[src/rtl/cfg_loader_pkg.sv]
package cfg_loader_pkg;

  typedef enum logic [2:0] {
    ST_IDLE,
    ST_HDR,
    ST_PROG,
    ST_STREAM,
    ST_DONE
  } ld_state_e;

  localparam logic [31:0] HDR_WORD_A = 32'hFFFF_FFFF;
  localparam logic [31:0] HDR_WORD_B = 32'hAA99_5566;

  // Expected header byte k (0..7), words stored little-endian in memory
  function automatic logic [7:0] hdr_byte(input logic [2:0] k);
    logic [31:0] w;
    w = k[2] ? HDR_WORD_B : HDR_WORD_A;
    return w[{k[1:0], 3'b000} +: 8];
  endfunction

endpackage

[src/rtl/cfg_bit_timer.sv]
module cfg_bit_timer #(
  parameter int DIV = 2
) (
  input  logic clk,
  input  logic rst_n,
  input  logic run,
  output logic cfg_clk,
  output logic tick_end
);
  localparam int PH_W = (DIV > 1) ? $clog2(DIV) : 1;
  localparam logic [PH_W-1:0] PH_LAST = PH_W'(DIV - 1);
  localparam logic [PH_W-1:0] PH_HIGH = PH_W'(DIV / 2);

  logic [PH_W-1:0] ph_q, ph_d;

  always_comb begin
    ph_d = ph_q;
    if (!run)                ph_d = '0;
    else if (ph_q == PH_LAST) ph_d = '0;
    else                     ph_d = ph_q + 1'b1;
  end

  always_ff @(posedge clk or negedge rst_n) begin
    if (!rst_n) ph_q <= '0;
    else        ph_q <= ph_d;
  end

  assign cfg_clk  = run && (ph_q >= PH_HIGH);
  assign tick_end = run && (ph_q == PH_LAST);

  // Rising edges only after a full low half: a new run starts low
  assert_start_low_R8: assert property (@(posedge clk) disable iff (!rst_n)
    $rose(run) |-> !cfg_clk);
  assert_tick_spacing_R8: assert property (@(posedge clk) disable iff (!rst_n)
    tick_end |=> !tick_end);

endmodule

[src/rtl/cfg_fetch_unit.sv]
module cfg_fetch_unit #(
  parameter int ADDR_W = 16,
  parameter int LEN_W  = 16
) (
  input  logic              clk,
  input  logic              rst_n,
  input  logic              clr,
  input  logic              active,
  input  logic              rev,
  input  logic [ADDR_W-1:0] base,
  input  logic [LEN_W-1:0]  len,
  input  logic              take,
  output logic              mem_rd,
  output logic [ADDR_W-1:0] mem_addr,
  input  logic [7:0]        mem_rdata,
  output logic              pf_valid,
  output logic [7:0]        pf_data,
  output logic              empty
);
  logic [LEN_W-1:0] fidx_q, fidx_d;
  logic             pend_q, pend_d;
  logic             pfv_q, pfv_d;
  logic [7:0]       pf_q, pf_d;
  logic [LEN_W-1:0] idx_x;

  assign idx_x    = rev ? (fidx_q ^ LEN_W'(3)) : fidx_q;
  assign mem_addr = base + ADDR_W'(idx_x);
  assign mem_rd   = active && !pfv_q && !pend_q && (fidx_q < len);

  always_comb begin
    fidx_d = fidx_q;
    pend_d = mem_rd;
    pfv_d  = pfv_q;
    pf_d   = pf_q;
    if (clr) begin
      fidx_d = '0;
      pfv_d  = 1'b0;
    end else begin
      if (mem_rd) fidx_d = fidx_q + 1'b1;
      if (pend_q) begin
        pfv_d = 1'b1;
        pf_d  = mem_rdata;
      end else if (take) begin
        pfv_d = 1'b0;
      end
    end
  end

  always_ff @(posedge clk or negedge rst_n) begin
    if (!rst_n) begin
      fidx_q <= '0;
      pend_q <= 1'b0;
      pfv_q  <= 1'b0;
      pf_q   <= '0;
    end else begin
      fidx_q <= fidx_d;
      pend_q <= pend_d;
      pfv_q  <= pfv_d;
      pf_q   <= pf_d;
    end
  end

  assign pf_valid = pfv_q;
  assign pf_data  = pf_q;
  assign empty    = (fidx_q == len) && !pfv_q && !pend_q;

  assert_one_outstanding_R11: assert property (@(posedge clk) disable iff (!rst_n)
    mem_rd |=> !mem_rd);
  assert_fill_latency_R11: assert property (@(posedge clk) disable iff (!rst_n)
    mem_rd |-> ##2 pf_valid);

endmodule

[src/rtl/cfg_shift_unit.sv]
module cfg_shift_unit #(
  parameter int BYTE_W = 8
) (
  input  logic              clk,
  input  logic              rst_n,
  input  logic              tick_end,
  input  logic              pf_valid,
  input  logic [BYTE_W-1:0] pf_data,
  output logic              take,
  output logic              active,
  output logic              bit_o,
  output logic              byte_end
);
  localparam int BC_W = $clog2(BYTE_W);
  localparam logic [BC_W-1:0] BC_LAST = BC_W'(BYTE_W - 1);

  logic [BYTE_W-1:0] sr_q, sr_d;
  logic [BC_W-1:0]   bc_q, bc_d;
  logic              act_q, act_d;

  assign byte_end = tick_end && (bc_q == BC_LAST);
  assign take     = pf_valid && (!act_q || byte_end);

  always_comb begin
    sr_d  = sr_q;
    bc_d  = bc_q;
    act_d = act_q;
    if (take) begin
      sr_d  = pf_data;
      bc_d  = '0;
      act_d = 1'b1;
    end else if (byte_end) begin
      act_d = 1'b0;
    end else if (tick_end) begin
      sr_d = {sr_q[BYTE_W-2:0], 1'b0};
      bc_d = bc_q + 1'b1;
    end
  end

  always_ff @(posedge clk or negedge rst_n) begin
    if (!rst_n) begin
      sr_q  <= '0;
      bc_q  <= '0;
      act_q <= 1'b0;
    end else begin
      sr_q  <= sr_d;
      bc_q  <= bc_d;
      act_q <= act_d;
    end
  end

  assign active = act_q;
  assign bit_o  = sr_q[BYTE_W-1];

  assert_tick_needs_byte_R2: assert property (@(posedge clk) disable iff (!rst_n)
    tick_end |-> act_q);

endmodule

[src/rtl/cfg_serial_loader.sv]
module cfg_serial_loader
  import cfg_loader_pkg::*;
#(
  parameter int ADDR_W       = 16,
  parameter int LEN_W        = 16,
  parameter int DLY_W        = 16,
  parameter int CLK_DIV      = 2,
  parameter int LEGACY_WORDS = 10524
) (
  input  logic              clk,
  input  logic              rst_n,
  input  logic              start_i,
  input  logic              swap_i,
  input  logic              legacy_i,
  input  logic [ADDR_W-1:0] base_i,
  input  logic [LEN_W-1:0]  len_i,
  input  logic [DLY_W-1:0]  prog_dly_i,
  output logic              mem_rd_o,
  output logic [ADDR_W-1:0] mem_addr_o,
  input  logic [7:0]        mem_rdata_i,
  output logic              prog_n_o,
  output logic              cfg_clk_o,
  output logic              cfg_data_o,
  output logic              busy_o,
  output logic              done_o
);
  localparam int CNT_W = (DLY_W > 4) ? DLY_W : 4;
  localparam logic [LEN_W-1:0] LEGACY_LEN = LEN_W'(LEGACY_WORDS * 4);
  localparam logic [CNT_W-1:0] HDR_END    = CNT_W'(8);

  ld_state_e         state_q, state_d;
  logic [ADDR_W-1:0] base_q, base_d;
  logic [LEN_W-1:0]  len_q, len_d;
  logic [DLY_W-1:0]  dly_q, dly_d;
  logic              rev_q, rev_d;
  logic              legacy_q, legacy_d;
  logic [CNT_W-1:0]  cnt_q, cnt_d;
  logic              hbad_q, hbad_d;

  logic [CNT_W:0]    cnt_inc, dly_x;
  logic [CNT_W-1:0]  hk;
  logic              hdr_rd, bad_now;

  logic              f_rd, f_pfv, f_empty, take;
  logic [ADDR_W-1:0] f_addr;
  logic [7:0]        f_pf;
  logic              sh_act, sh_bit, byte_end, tick_end, clk_int;

  assign cnt_inc = {1'b0, cnt_q} + {{CNT_W{1'b0}}, 1'b1};
  assign dly_x   = {1'b0, CNT_W'(dly_q)};
  assign hk      = cnt_q - 1'b1;
  assign bad_now = (cnt_q != '0) && (mem_rdata_i != hdr_byte(hk[2:0]));

  always_comb begin
    state_d  = state_q;
    base_d   = base_q;
    len_d    = len_q;
    dly_d    = dly_q;
    rev_d    = rev_q;
    legacy_d = legacy_q;
    cnt_d    = cnt_q;
    hbad_d   = hbad_q;
    hdr_rd   = 1'b0;
    unique case (state_q)
      ST_IDLE: begin
        if (start_i) begin
          base_d   = base_i;
          rev_d    = swap_i || legacy_i;
          legacy_d = legacy_i;
          len_d    = legacy_i ? LEGACY_LEN : len_i;
          dly_d    = prog_dly_i;
          cnt_d    = '0;
          hbad_d   = 1'b0;
          state_d  = legacy_i ? ST_HDR : ST_PROG;
        end
      end
      ST_HDR: begin
        hdr_rd = (cnt_q < HDR_END);
        if (bad_now) hbad_d = 1'b1;
        if (cnt_q == HDR_END) begin
          cnt_d   = '0;
          state_d = (hbad_q || bad_now) ? ST_DONE : ST_PROG;
        end else begin
          cnt_d = cnt_q + 1'b1;
        end
      end
      ST_PROG: begin
        if (cnt_inc >= dly_x) begin
          cnt_d = '0;
          if ((rev_q && (base_q[1:0] != 2'b00)) || (len_q == '0))
            state_d = ST_DONE;
          else
            state_d = ST_STREAM;
        end else begin
          cnt_d = cnt_q + 1'b1;
        end
      end
      ST_STREAM: begin
        if (byte_end && !take && f_empty) state_d = ST_DONE;
      end
      ST_DONE:  state_d = ST_IDLE;
      default:  state_d = ST_IDLE;
    endcase
  end

  always_ff @(posedge clk or negedge rst_n) begin
    if (!rst_n) begin
      state_q  <= ST_IDLE;
      base_q   <= '0;
      len_q    <= '0;
      dly_q    <= '0;
      rev_q    <= 1'b0;
      legacy_q <= 1'b0;
      cnt_q    <= '0;
      hbad_q   <= 1'b0;
    end else begin
      state_q  <= state_d;
      base_q   <= base_d;
      len_q    <= len_d;
      dly_q    <= dly_d;
      rev_q    <= rev_d;
      legacy_q <= legacy_d;
      cnt_q    <= cnt_d;
      hbad_q   <= hbad_d;
    end
  end

  cfg_fetch_unit #(.ADDR_W(ADDR_W), .LEN_W(LEN_W)) u_fetch (
    .clk       (clk),
    .rst_n     (rst_n),
    .clr       (state_q == ST_PROG),
    .active    (state_q == ST_STREAM),
    .rev       (rev_q),
    .base      (base_q),
    .len       (len_q),
    .take      (take),
    .mem_rd    (f_rd),
    .mem_addr  (f_addr),
    .mem_rdata (mem_rdata_i),
    .pf_valid  (f_pfv),
    .pf_data   (f_pf),
    .empty     (f_empty)
  );

  cfg_shift_unit #(.BYTE_W(8)) u_shift (
    .clk      (clk),
    .rst_n    (rst_n),
    .tick_end (tick_end),
    .pf_valid (f_pfv),
    .pf_data  (f_pf),
    .take     (take),
    .active   (sh_act),
    .bit_o    (sh_bit),
    .byte_end (byte_end)
  );

  cfg_bit_timer #(.DIV(CLK_DIV)) u_timer (
    .clk      (clk),
    .rst_n    (rst_n),
    .run      (sh_act),
    .cfg_clk  (clk_int),
    .tick_end (tick_end)
  );

  assign mem_rd_o   = hdr_rd || f_rd;
  assign mem_addr_o = hdr_rd ? (base_q + ADDR_W'(cnt_q[2:0])) : f_addr;
  assign prog_n_o   = (state_q != ST_PROG);
  assign cfg_clk_o  = clk_int;
  assign cfg_data_o = sh_act && sh_bit;
  assign busy_o     = (state_q != ST_IDLE);
  assign done_o     = (state_q == ST_DONE);

  assert_prog_no_clk_R1: assert property (@(posedge clk) disable iff (!rst_n)
    !prog_n_o |-> !cfg_clk_o);
  assert_data_hold_R2: assert property (@(posedge clk) disable iff (!rst_n)
    cfg_clk_o |-> $stable(cfg_data_o));
  assert_swap_aligned_R5: assert property (@(posedge clk) disable iff (!rst_n)
    (cfg_clk_o && rev_q) |-> (base_q[1:0] == 2'b00));
  assert_header_gate_R6: assert property (@(posedge clk) disable iff (!rst_n)
    (!prog_n_o && legacy_q) |-> !hbad_q);
  assert_start_ignored_R9: assert property (@(posedge clk) disable iff (!rst_n)
    (busy_o && start_i) |=> ($stable(base_q) && $stable(len_q) && $stable(rev_q)));
  assert_done_single_R10: assert property (@(posedge clk) disable iff (!rst_n)
    done_o |=> (!done_o && !busy_o));
  assert_idle_quiet_R10: assert property (@(posedge clk) disable iff (!rst_n)
    !busy_o |-> (prog_n_o && !cfg_clk_o && !done_o));

endmodule

[config.mk]
export PLATFORM = sky130hd
export DESIGN_NAME = cfg_serial_loader
export DESIGN_NICKNAME = d
export VERILOG_FILES = /design/src/rtl/cfg_loader_pkg.sv /design/src/rtl/cfg_bit_timer.sv /design/src/rtl/cfg_fetch_unit.sv /design/src/rtl/cfg_shift_unit.sv /design/src/rtl/cfg_serial_loader.sv
export SDC_FILE = /design/constraint.sdc
export NUM_CORES = 1
export LEC_CHECK = 0
export BUFFER_PORTS_ARGS = -buffer_cell sky130_fd_sc_hd__buf_2
export CELL_PAD_IN_SITES_DETAIL_PLACEMENT = 1
export CELL_PAD_IN_SITES_GLOBAL_PLACEMENT = 1
export CORE_MARGIN = 2
export CORE_UTILIZATION = 49
export DETAILED_ROUTE_END_ITERATION = 10
export PLACE_DENSITY_LB_ADDON = 0.05
export RECOVER_POWER = 50
export SKIP_CTS_REPAIR_TIMING = 1
export SLEW_MARGIN = 25
export SYNTH_ARGS = -nofsm -noshare
export SYNTH_HDL_FRONTEND = slang
export SYNTH_SLANG_ARGS = --single-unit
[constraint.sdc]
create_clock -name clk -period 6.7 [get_ports clk]
set_input_delay 1.34 -clock clk [delete_from_list [all_inputs] [get_ports clk]]
set_output_delay 1.34 -clock clk [all_outputs]
set_load 0.1 [all_outputs]
# --- Word level (Yosys, flattened, before mapping) ---
# Cells that the tools add are included.
totals:
  register_bits: 108
  latch_bits: 0
  ramBits: 0
  rom_bits: 0
  elab_cells: 120
  memories: 0
op_classes:
  add_sub_neg: 8
  n_mul: 0
  div_mod_pow: 0
  magnitude_cmp: 4
  n_eq_ne: 15
  shift: 1
  n_mux: 35
  bitwise_logic: 2
  reduce_logical: 40
op_table:
  columns: ["operator", "count"]
  rows:
  - ["$mux 16", 7]
  - ["$pmux 16 s3", 1]
  - ["$add 16x1->16 const B", 2]
  - ["$shiftx 32x6->8", 1]
  - ["$mux 31", 1]
  - ["$mux 3", 9]
  - ["$mux 8", 3]
  - ["$add 16x1->17 const B", 1]
  - ["$ge 17x16->1", 1]
  - ["$add 16x16->16", 1]
  - ["$add 16x3->16", 1]
  - ["$eq 16x16->1", 1]
  - ["$eq 16x4->1 const B", 1]
  - ["$logic_not 16->1", 1]
  - ["$lt 16x16->1", 1]
  - ["$lt 16x4->1 const B", 1]
  - ["$reduce_bool 16->1", 1]
  - ["$logic_and 1x1->1", 14]
  - ["$ne 2x2->1 const B", 6]
  - ["$pmux 3 s4", 1]
  - ["$mux 1", 10]
  - ["$reduce_bool 2->1", 5]
  - ["$reduce_bool 3->1", 3]
  - ["$ne 8x8->1", 1]
  - ["18 further kinds", 31]

# --- Logic depth before layout (Yosys ltp) ---
# Gate-level depths: netlist of run 1.
depth:
  depth_word: 9
  mapped_depth: 17
  depth_no_buf: 16

# --- Modules after synthesis ---
# Synthesis of run 1 repeated with hierarchy kept, for this count alone.
hier_totals:
  cells_unflattened: 758
  area_unflattened_um2: 7194.4
by_module_without_submodules:
  columns: ["module", "n_inst", "cells_per_inst", "area_per_inst_um2", "seq_area_each_um2"]
  rows:
  - ["cfg_serial_loader", 1, 464, 4259.1, 1726.7]
  - ["cfg_fetch_unit", 1, 245, 2232.1, 650.6]
  - ["cfg_shift_unit", 1, 45, 654.4, 300.3]
  - ["cfg_bit_timer", 1, 4, 48.8, 25.0]

# --- Least setup slack after synthesis of run 1 ---
# No wires, ideal clock.
synth_timing:
  kind: "reg2out"
  start: "reg cnt_q[7]"
  end: "out mem_addr_o[14]"
  arrival_ns: 4.507
  required_ns: 5.360
  slack_ns: 0.853
  path_stages_with_launch: 17
  n_path_buf: 1
  path_cell_list: "dfrtp_1 > nor4_1 > nand3_1 > nor2_1 > nand3_1 > clkbuf_1 > o21ai_0 > ha_1 > inv_1 > fa_1 > nor2b_1 > o31a_1 > o211ai_1 > a21oi_1 > o21ai_0 > a221oi_1 > xor2_1"
synth_via:
  elab_chain_cells: 3
synth_rtl:
  columns: ["item", "line_no", "rtl"]
  rows:
  - ["start, declared", "cfg_serial_loader.sv:37", "logic [CNT_W-1:0] cnt_q, cnt_d;"]
  - ["start signal, assigned", "cfg_serial_loader.sv:123", "cnt_q <= cnt_d;"]
  - ["$lt 16x4->1", "cfg_serial_loader.sv:78", "hdr_rd = (cnt_q < HDR_END);"]
  - ["$mux 1", "cfg_serial_loader.sv:64", "unique case (state_q)"]
  - ["$mux 16", "cfg_serial_loader.sv:166", "assign mem_addr_o = hdr_rd ? (base_q + ADDR_W'(cnt_q[2:0])) : f_addr;"]
  - ["end, declared", "cfg_serial_loader.sv:19", "output logic [ADDR_W-1:0] mem_addr_o,"]
# No other way between the ends.

# --- Worst setup path in the final report of run 1 ---
layout_timing:
  start: "reg cnt_q[13]"
  end: "out mem_addr_o[14]"
# Same word-level chain as after synthesis.

==> run summary, run 1 <==
Setup violations, final: 0
slew at the pin with the worst max-slew slack: 3.91 ns
Leak: 0.00363 uW
Initial Util: 50.1%
Rel. slew slack: -161%
clk root buf: clkbuf_16
Final Cell Area: 7430 um2
WL/cell: 17.8 um
clock sink count: 108
fillers: 1537
clock latency on the worst-skew pair: 0.35 ns
yosys warns: 0
Yosys cell types: 63
TritonCTS Buffers: 9
largest net degree at the start of global routing: 71
met3 Use GR: 2.71%
fin. max-slew vios: 81
Vias/cell: 5.69
Clk network pwr share: 14.1%
outcome: complete, but fails checks
syn nets: 795
setup TNS: 0 ns
Nets: 867
PortBufs: 82
synth-to-layout area growth: 12.4%
crit-path cells: nor4_1 -> nand3_1 -> nor2_1 -> nand3_2 -> o21ai_0 -> ha_1 -> inv_1 -> fa_1 -> nor2b_1 -> o31a_1 -> o211ai_1 -> a21oi_1 -> o21ai_0 -> a221oi_1 -> xor2_1 -> buf_2
vias in the first global route: 5763
Critical Path End Type: output port
sw power: 2050 uW
Worst EP required: 5.36 ns
Pint: 1830 uW
Worst Path Arrival: 4.72 ns
met1 Use GR: 28.7%
dpl cell area: 7150 um2
ANT nets after route: 0
M2 GR Usage: 44.8%
die width: 120 um
Setup Crit Path Kind: reg2out
Switching Fraction: 52.9%
Syn Inst Count: 680
fin crit period: 6.06 ns
clk buf depth: 2
GRT Util Overall: 24.3%
combinational fraction of design power: 57.4%
die area: 14400 um2
# IOs: 83
clock-pin slew on the worst setup and hold paths: 0.07 ns
Inserted Diodes: 0
Worst VDD drop: 0.628 mV
DR vias: 5307
Final Skew: 0.00827 ns
MaxCap Viol Count: 2
max frequency: 165 MHz
count of final hold-check violations: 0
initial antenna violation count: 0
Detailed Route WL: 16.6 mm
Post-Syn Area: 6610 um2
grt peak-use layer: met2
#FFs+latches synth: 108
CTS tree: done
Slowest cell on crit path: dfrtp_1
sequential power share: 28.4%
CP max FO: 19
DP HPWL: 12.7 mm
Congestion Overflow GR: 0
crit share post-route: 90.5%
first-pass GRT wire length: 27.8 mm
layout cells sized above 1: 20.0%
Seq/Total Area, Yosys: 40.9%
DIE HEIGHT: 120 um
Hold/Removal Path Class: reg2reg
most frequent CP cell: o21ai_0
Detailed Routing Iterations Pass 1: 4
core area: 13200 um2
RSZ-0062 raised after global routing: false
H-tree depth: 3
Pwr Density: 522 nW/um2
DRT iter0 DRCs: 162
Most used DFF post-synth: dfrtp_1
Post-synth ARST share: 100%
# rows: 42
global placement routability congestion: 0.865
Avg Cell Area, Syn: 9.71 um2
Startpoint Class: flip-flop
slowest stage delay, CP: 0.45 ns
failing checks: max-capacitance violations, max-slew violations
Post-route DRC: 0
number of flops mapped to enable cells by yosys: 0
==> final cells by class <==
cell class / count / area, um2 / area share, %
repair buffers: 84 / 420 / 5.66
flip-flops and latches: 108 / 2700 / 36.4
inverters: 54 / 203 / 2.73
well taps: 176 / 220 / 2.97
clock buffers: 10 / 239 / 3.22
clock inverters: 5 / 61.3 / 0.826
multi-input cells: 495 / 3580 / 48.2
==> power by group through the flow <==
stage | clock [uW] | combinational, uW | sequential (uW)
floorplan | 0 | 1870 | 1010
global placement | 0 | 2150 | 1100
detailed placement | 0 | 2240 | 1110
CTS | 563 | 2250 | 1100
global route | 586 | 2420 | 1130
finish | 548 | 2220 | 1100
==> per-layer routing <==
layer	part of all wire (%)	wire length, um
met1	42	6930
met2	53	8810
met3	2.5	419
met4	2.6	427
met5	0	0
==> critical path, delay by kind of cell, from the launching register on <==
| kind | cells | cell delay [ns] |
|---|---|---|
| buf+inv | 2 | 0.51 |
| compound gates | 6 | 1.18 |
| flops | 1 | 0.45 |
| xor+xnor | 1 | 0.18 |
| fa+ha+maj | 2 | 0.63 |
| simple gates | 5 | 1.39 |
==> through the flow <==
| step | setup slack [ns] | instances | hold slack, ns | util [%] | total power, uW |
|---|---|---|---|---|---|
| floorplan | 0.853 | 680 | 0.428 | - | 2880 |
| global placement | 1.20 | 917 | 0.444 | 54.2 | 3250 |
| detailed placement | 0.890 | 917 | 0.458 | 54.2 | 3350 |
| CTS | 0.481 | 932 | 0.469 | 56.5 | 3910 |
| global route | 0.187 | 932 | 0.495 | 56.3 | 4140 |
| finish | 0.638 | 932 | 0.479 | 56.3 | 3870 |
==> final timing paths <==
kind / end / from / depth (start not counted) / slack, ns
max: mem_addr_o[14] / cnt_q[13] / 16 / 0.64
min: u_timer.ph_q / u_timer.ph_q / 1 / 0.48
max reg2reg: state_q[1] / cnt_q[2] / 13 / 2.36
min reg2reg: u_timer.ph_q / u_timer.ph_q / 1 / 0.48
max in group asynchronous: dly_q[1] / rst_n / 2 / 1.85
min in group asynchronous: base_q[11] / rst_n / 1 / 2.33
==> Yosys cell counts (2+ instances only) <==
cell type | number | area [um2]
a31oi_1 | 6 | 37.5
o211a_1 | 2 | 20.0
o31ai_1 | 2 | 15.0
nor2b_1 | 5 | 31.3
mux2i_1 | 11 | 110
ha_1 | 53 | 663
o21a_1 | 7 | 52.6
buf_1 | 2 | 7.51
xnor2_1 | 28 | 245
a21oi_2 | 2 | 17.5
or2_2 | 3 | 18.8
clkbuf_1 | 15 | 56.3
a22oi_1 | 2 | 15.0
nand3_1 | 15 | 75.1
o21ai_0 | 39 | 195
a21o_1 | 9 | 67.6
xor2_1 | 12 | 105
inv_1 | 53 | 199
and2_2 | 2 | 15.0
dfrtp_1 | 108 | 2700
a22o_1 | 10 | 87.6
a21oi_1 | 43 | 215
a211oi_1 | 3 | 22.5
o211ai_1 | 3 | 22.5
mux2_2 | 41 | 462
a21boi_0 | 2 | 15.0
nand2_1 | 59 | 221
nor4_1 | 16 | 100
nand4_1 | 9 | 56.3
nand2b_1 | 4 | 25.0
buf_2 | 3 | 15.0
o21bai_1 | 3 | 22.5
or3_1 | 9 | 56.3
and3_1 | 10 | 62.6
a221oi_1 | 2 | 17.5
and2_1 | 12 | 75.1
nor3_1 | 15 | 75.1
nor2_1 | 34 | 128
buf_4 | 2 | 15.0
==> flip-flops by register name, summed over array words and instances (netlist names) <==
signal and cells:
u_fetch.pf_valid 1, dly_q 16, rev_q 1, state_q 3, u_fetch.pf_data 8, u_timer.ph_q 1
base_q 16, u_fetch.fidx_q 16, u_shift.bc_q 3, cnt_q 16, hbad_q 1, len_q 16
u_shift.active 1, u_shift.sr_q 8, u_fetch.pend_q 1
==> placed cells by master (no fill, tap or decap), types with 16 or more instances in the layout <==
cell type / synthesis / layout
dfrtp_1: 108 / 108
buf_2: 3 / 80
nand2_1: 59 / 59
inv_1: 53 / 54
ha_1: 53 / 53
a21oi_1: 43 / 43
mux2_2: 41 / 41
o21ai_0: 39 / 39
nor2_1: 34 / 34
xnor2_1: 28 / 28
nor4_1: 16 / 16
==> cells by family after synthesis <==
logic type / share of synthesized area [%]
XOR/XNOR: 5.30
buffers and inverters: 4.66
adder cells (fa/ha/maj): 10.3
multiplexers: 8.83
flip-flops: 40.9
AND/OR/NAND/NOR: 15.5
AO/OA/AOI/OAI: 14.4
Note: power is estimated with default switching activity, not from simulation.
==> run 2, diff against run 1 <==
==> constraint.sdc (replaced) <==
create_clock -name clk -period 6.7 [get_ports clk]
set_input_delay 0.335 -clock clk [delete_from_list [all_inputs] [get_ports clk]]
set_output_delay 0.335 -clock clk [all_outputs]
set_load 0.1 [all_outputs]
==> run 2 against run 1 <==
The flow still finishes with violations (max-capacitance violations, max-slew violations). Die area did not move. Clock skew fell by 0.00055 ns. Maximum frequency rose by 14%. Register-to-register slack got worse by 0.21 ns. Cell count rose by 0.21%. Sequential power barely moved. Combinational power barely moved. Power rose by 0.82%. Critical endpoint unchanged. Highest routed layer unchanged.
==> run summary, run 2 (same netlist as run 1, synthesis figures left out) <==
area of the multi-input gates: 3590 um2
WL/cell: 17.9 um
most frequent cells in the layout: 108 x dfrtp_1, 79 x buf_2, 59 x nand2_1
Leak: 0.00364 uW
initial antenna violation count: 0
GRT Util Overall: 24.6%
outcome: complete, but fails checks
clk buf depth: 2
clock latency on the worst-skew pair: 0.36 ns
slew at the pin with the worst max-slew slack: 2.24 ns
fin crit period: 5.30 ns
Pwr Density: 523 nW/um2
DP HPWL: 12.7 mm
fin. max-slew vios: 111
register area: 2700 um2
Vias/cell: 5.68
H-tree depth: 3
most common cell after layout, fill and taps aside: dfrtp_1
DIE HEIGHT: 120 um
die width: 120 um
end of the critical path: mem_addr_o[14]
Worst Setup SP: cnt_q[7]
Post-route DRC: 0
Worst EP required: 6.36 ns
Hold/Removal Path Class: in2reg
largest net degree at the start of global routing: 70
die area: 14400 um2
CTS tree: done
Reg2Reg Depth: 13
Worst Path Arrival: 4.96 ns
Setup Crit Path Kind: reg2out
synth-to-layout area growth: 13.1%
final core utilization: 56.6%
Worst VDD drop: 0.602 mV
DR vias: 5309
MaxCap Viol Count: 2
Startpoint Class: flip-flop
# rows: 42
global placement routability congestion: 0.866
RSZ-0062 raised after global routing: false
CP max FO: 19
crit-path cells: nor4_1 -> nand3_1 -> nor2_1 -> nand3_1 -> o21ai_0 -> ha_1 -> inv_1 -> fa_1 -> nor2b_1 -> o31a_1 -> o211ai_1 -> a21oi_1 -> o21ai_0 -> a221oi_1 -> xor2_1 -> buf_2
Critical Path End Type: output port
ANT nets after route: 0
layout cells sized above 1: 20.1%
DRT iter0 DRCs: 255
Detailed Route WL: 16.7 mm
# IOs: 83
first-pass GRT wire length: 28.1 mm
DP Cell Count: 917
PortBufs: 82
Congestion Overflow GR: 0
TritonCTS Buffers: 9
setup TNS: 0 ns
max frequency: 189 MHz
vias in the first global route: 5817
count of final hold-check violations: 0
Inserted Diodes: 0
FF-to-FF Start: cnt_q[2]
failing checks: max-capacitance violations, max-slew violations
Initial Util: 50.1%
Rel. slew slack: -49.1%
post-route insts no fill: 934
clock-pin slew on the worst setup and hold paths: 0.08 ns
clk root buf: clkbuf_16
Detailed Routing Iterations Pass 1: 4
fillers: 1549
Nets: 868
Final Skew: 0.00771 ns
reg2reg setup slack: 2.15 ns
crit share post-route: 79.1%
core area: 13200 um2
Setup violations, final: 0
clock sink count: 108
slowest stage delay, CP: 0.47 ns
Slowest cell on crit path: dfrtp_1
worst reg2reg path endpoint: state_q[1]
[run 2: per-stage QoR]
stage	hold WS, ns	worst slack, ns	cell area, um2	power, uW
floorplan	0.0394	1.86	6610	2880
global placement	0.336	2.22	7150	3250
detailed placement	0.349	1.89	7150	3350
CTS	-0.0293	1.43	7470	3940
global route	0.203	0.978	7470	4160
finish	0.205	1.40	7470	3900
[run 2: layout make-up]
class                           instances  share of cell area [%]
Multi-Input combinational cell        495                    48.1
Timing Repair Buffer                   85                    5.75
Tap cell                              176                    2.95
Clock buffer                           10                    3.07
Clock inverter                          6                    1.19
Sequential cell                       108                    36.2
Inverter                               54                    2.71
[run 2: how the worst min path moves through the flow]
| stage | start | endpoint | slack [ns] | cells after the start |
|---|---|---|---|---|
| 4_1_cts | rst_n | base_q[9] | -0.03 | 1 |
| 3_5_place_dp | rst_n | base_q[9] | 0.35 | 1 |
| 2_1_floorplan | rst_n | base_q[0] | 0.04 | 0 |
| 5_1_grt | prog_dly_i[4] | dly_q[4] | 0.20 | 2 |
| 3_3_place_gp | rst_n | base_q[9] | 0.34 | 1 |
| 6_report | prog_dly_i[4] | dly_q[4] | 0.21 | 2 |
[run 2: per-layer routing]
layer,routed length (um),vias to the layer above,global-route usage (%)
met5,0,-,0
met4,283,0,7.65
met3,358,17,2.76
met2,9020,66,46.1
met1,7040,2675,29.2
li1,-,2551,-
[run 2: critical path, delay by kind of cell, from the launching register on]
family / cells / cell delay [ns]
fa+ha+maj: 2 / 0.68
xor+xnor: 1 / 0.17
buf+inv: 2 / 0.52
flops: 1 / 0.47
simple gates: 5 / 1.40
compound gates: 6 / 1.37
[run 2: power by group]
group          internal [uW]  total, uW  switching, uW
registers                888       1100            208
logic                    634       2220           1590
clock network            328        583            255
==> run 3, diff against run 2 <==
--- a/config.mk
+++ b/config.mk
@@ -9,7 +9,7 @@
 export CELL_PAD_IN_SITES_DETAIL_PLACEMENT = 1
 export CELL_PAD_IN_SITES_GLOBAL_PLACEMENT = 1
 export CORE_MARGIN = 2
-export CORE_UTILIZATION = 49
+export CORE_UTILIZATION = 46
 export DETAILED_ROUTE_END_ITERATION = 10
 export PLACE_DENSITY_LB_ADDON = 0.05
 export RECOVER_POWER = 50
==> constraint.sdc (replaced) <==
create_clock -name clk -period 5.3 [get_ports clk]
set_input_delay 0.265 -clock clk [delete_from_list [all_inputs] [get_ports clk]]
set_output_delay 0.265 -clock clk [all_outputs]
set_load 0.1 [all_outputs]
==> run 3 against run 2 <==
The run still ends with max-capacitance violations, max-slew violations left. Sequential share of layout area increased by 0.073 points. Via count decreased by 0.62%. Clock skew increased by 0.0018 ns. Sequential power is 26% higher. Cell area is 0.20% lower. Critical path depth unchanged. Worst hold slack got worse by 0.070 ns. Count of clock-buffer cells in the layout stayed put. Worst setup slack got worse by 0.95 ns. Cell count increased by 0.21%. Critical path type unchanged. Largest power group unchanged.
==> run summary, run 3 (same netlist as run 1, synthesis figures left out) <==
# rows: 43
DRT iter0 DRCs: 206
Worst VDD drop: 0.762 mV
fin crit period: 4.85 ns
FF-to-FF Start: cnt_q[0]
MaxCap Viol Count: 1
most common cell after layout, fill and taps aside: dfrtp_1
Leak: 0.00363 uW
sw power: 2580 uW
Worst Path Arrival: 4.58 ns
Worst EP required: 5.04 ns
global placement routability congestion: 0.832
Critical Path End Type: output port
fillers: 1602
DIE HEIGHT: 124 um
Detailed Route WL: 16.7 mm
DP HPWL: 12.6 mm
die area: 15300 um2
# IOs: 83
H-tree depth: 3
fin. max-slew vios: 61
outcome: complete, but fails checks
met3 Use GR: 4.62%
dpl cell area: 7160 um2
setup TNS: 0 ns
dpl ws: 0.636 ns
crit share post-route: 91.5%
most frequent cells in the layout: 108 x dfrtp_1, 77 x buf_2, 58 x nand2_1
Rel. slew slack: -119%
post-route setup slack: 0.452 ns
Congestion Overflow GR: 0
clk root buf: clkbuf_16
first-pass GRT wire length: 27.8 mm
layout cells sized above 1: 20.2%
slew at the pin with the worst max-slew slack: 3.29 ns
RSZ-0062 raised after global routing: false
Switching Fraction: 52.8%
die width: 124 um
GRT Util Overall: 23.3%
failing checks: max-capacitance violations, max-slew violations
Final Cell Area: 7450 um2
ANT nets after route: 0
DR vias: 5276
Setup violations, final: 0
Setup Crit Path Kind: reg2out
post-route insts no fill: 936
Pwr Density: 655 nW/um2
WL/cell: 17.8 um
Hold/Removal Path Class: in2reg
Pint: 2300 uW
count of final hold-check violations: 0
Detailed Routing Iterations Pass 1: 4
max frequency: 206 MHz
CP max FO: 19
PortBufs: 82
final hold slack: 0.135 ns
clk buf depth: 2
Final Skew: 0.00950 ns
CTS tree: done
vias in the first global route: 5771
synth-to-layout area growth: 12.8%
Nets: 867
core area: 13900 um2
clock sink count: 108
Post-route DRC: 0
Vias/cell: 5.64
grt peak-use layer: met2
M2 GR Usage: 43.8%
largest net degree at the start of global routing: 61
initial antenna violation count: 0
TritonCTS Buffers: 9
DP Cell Count: 921
clock-pin slew on the worst setup and hold paths: 0.07 ns
sequential power share: 28.4%
min-delay src: prog_dly_i[15]
met1 Use GR: 27.1%
Worst Setup SP: cnt_q[7]
clock latency on the worst-skew pair: 0.36 ns
combinational fraction of design power: 57.3%
Inserted Diodes: 0
Startpoint Class: flip-flop
Clk network pwr share: 14.3%
Initial Util: 47.4%
==> run 3: worst paths after layout <==
path	cells past startpoint	slack, ns	endpoint
hold reg to reg	2	0.48	u_shift.sr_q[7]
min in group asynchronous	1	0.99	base_q[9]
max in group asynchronous	2	1.73	len_q[3]
setup / recovery	16	0.45	mem_addr_o[14]
setup reg to reg	13	0.81	state_q[1]
hold / removal	2	0.14	dly_q[15]
==> run 3: layer usage <==
| metal | vias to the layer above | wire length [um] | share of wire, % |
|---|---|---|---|
| li1 | 2554 | - | - |
| met2 | 62 | 8930 | 54 |
| met1 | 2647 | 7110 | 43 |
| met4 | 0 | 178 | 1.1 |
| met5 | - | 0 | 0 |
| met3 | 13 | 456 | 2.7 |
==> run 3: metrics by stage <==
stage	utilization (%)	total power, uW
finish	53.5	4880
global route	53.5	5220
CTS	53.5	4930
detailed placement	51.4	4210
global placement	51.4	4100
floorplan	-	3640
==> run 3: layout make-up <==
| class | instances | area (um2) | area share (%) |
|---|---|---|---|
| Clock inverter | 5 | 60.1 | 0.806 |
| Tap cell | 180 | 225 | 3.02 |
| Multi-Input combinational cell | 495 | 3600 | 48.3 |
| Clock buffer | 10 | 239 | 3.21 |
| Sequential cell | 108 | 2700 | 36.3 |
| Inverter | 54 | 203 | 2.72 |
| Timing Repair Buffer | 84 | 420 | 5.64 |
==> run 3: power groups by stage <==
stage               registers, uW  clock network, uW  logic, uW
detailed placement           1400                  0       2810
finish                       1390                696       2800
global placement             1390                  0       2720
floorplan                    1280                  0       2360
global route                 1430                751       3030
CTS                          1390                717       2830
==> run 3: worst max-delay path, cell delays in order (launching register included) <==
cell      delay (ns)
dfrtp_1         0.46
nor4_1          0.38
nand3_1         0.19
nor2_1          0.26
nand3_2         0.30
o21ai_0         0.26
ha_1            0.22
inv_1           0.06
fa_1            0.41
nor2b_1         0.18
o31a_1          0.20
o211ai_1        0.13
a21oi_1         0.18
o21ai_0         0.13
a221oi_1        0.32
xor2_1          0.19
clkbuf_4        0.35
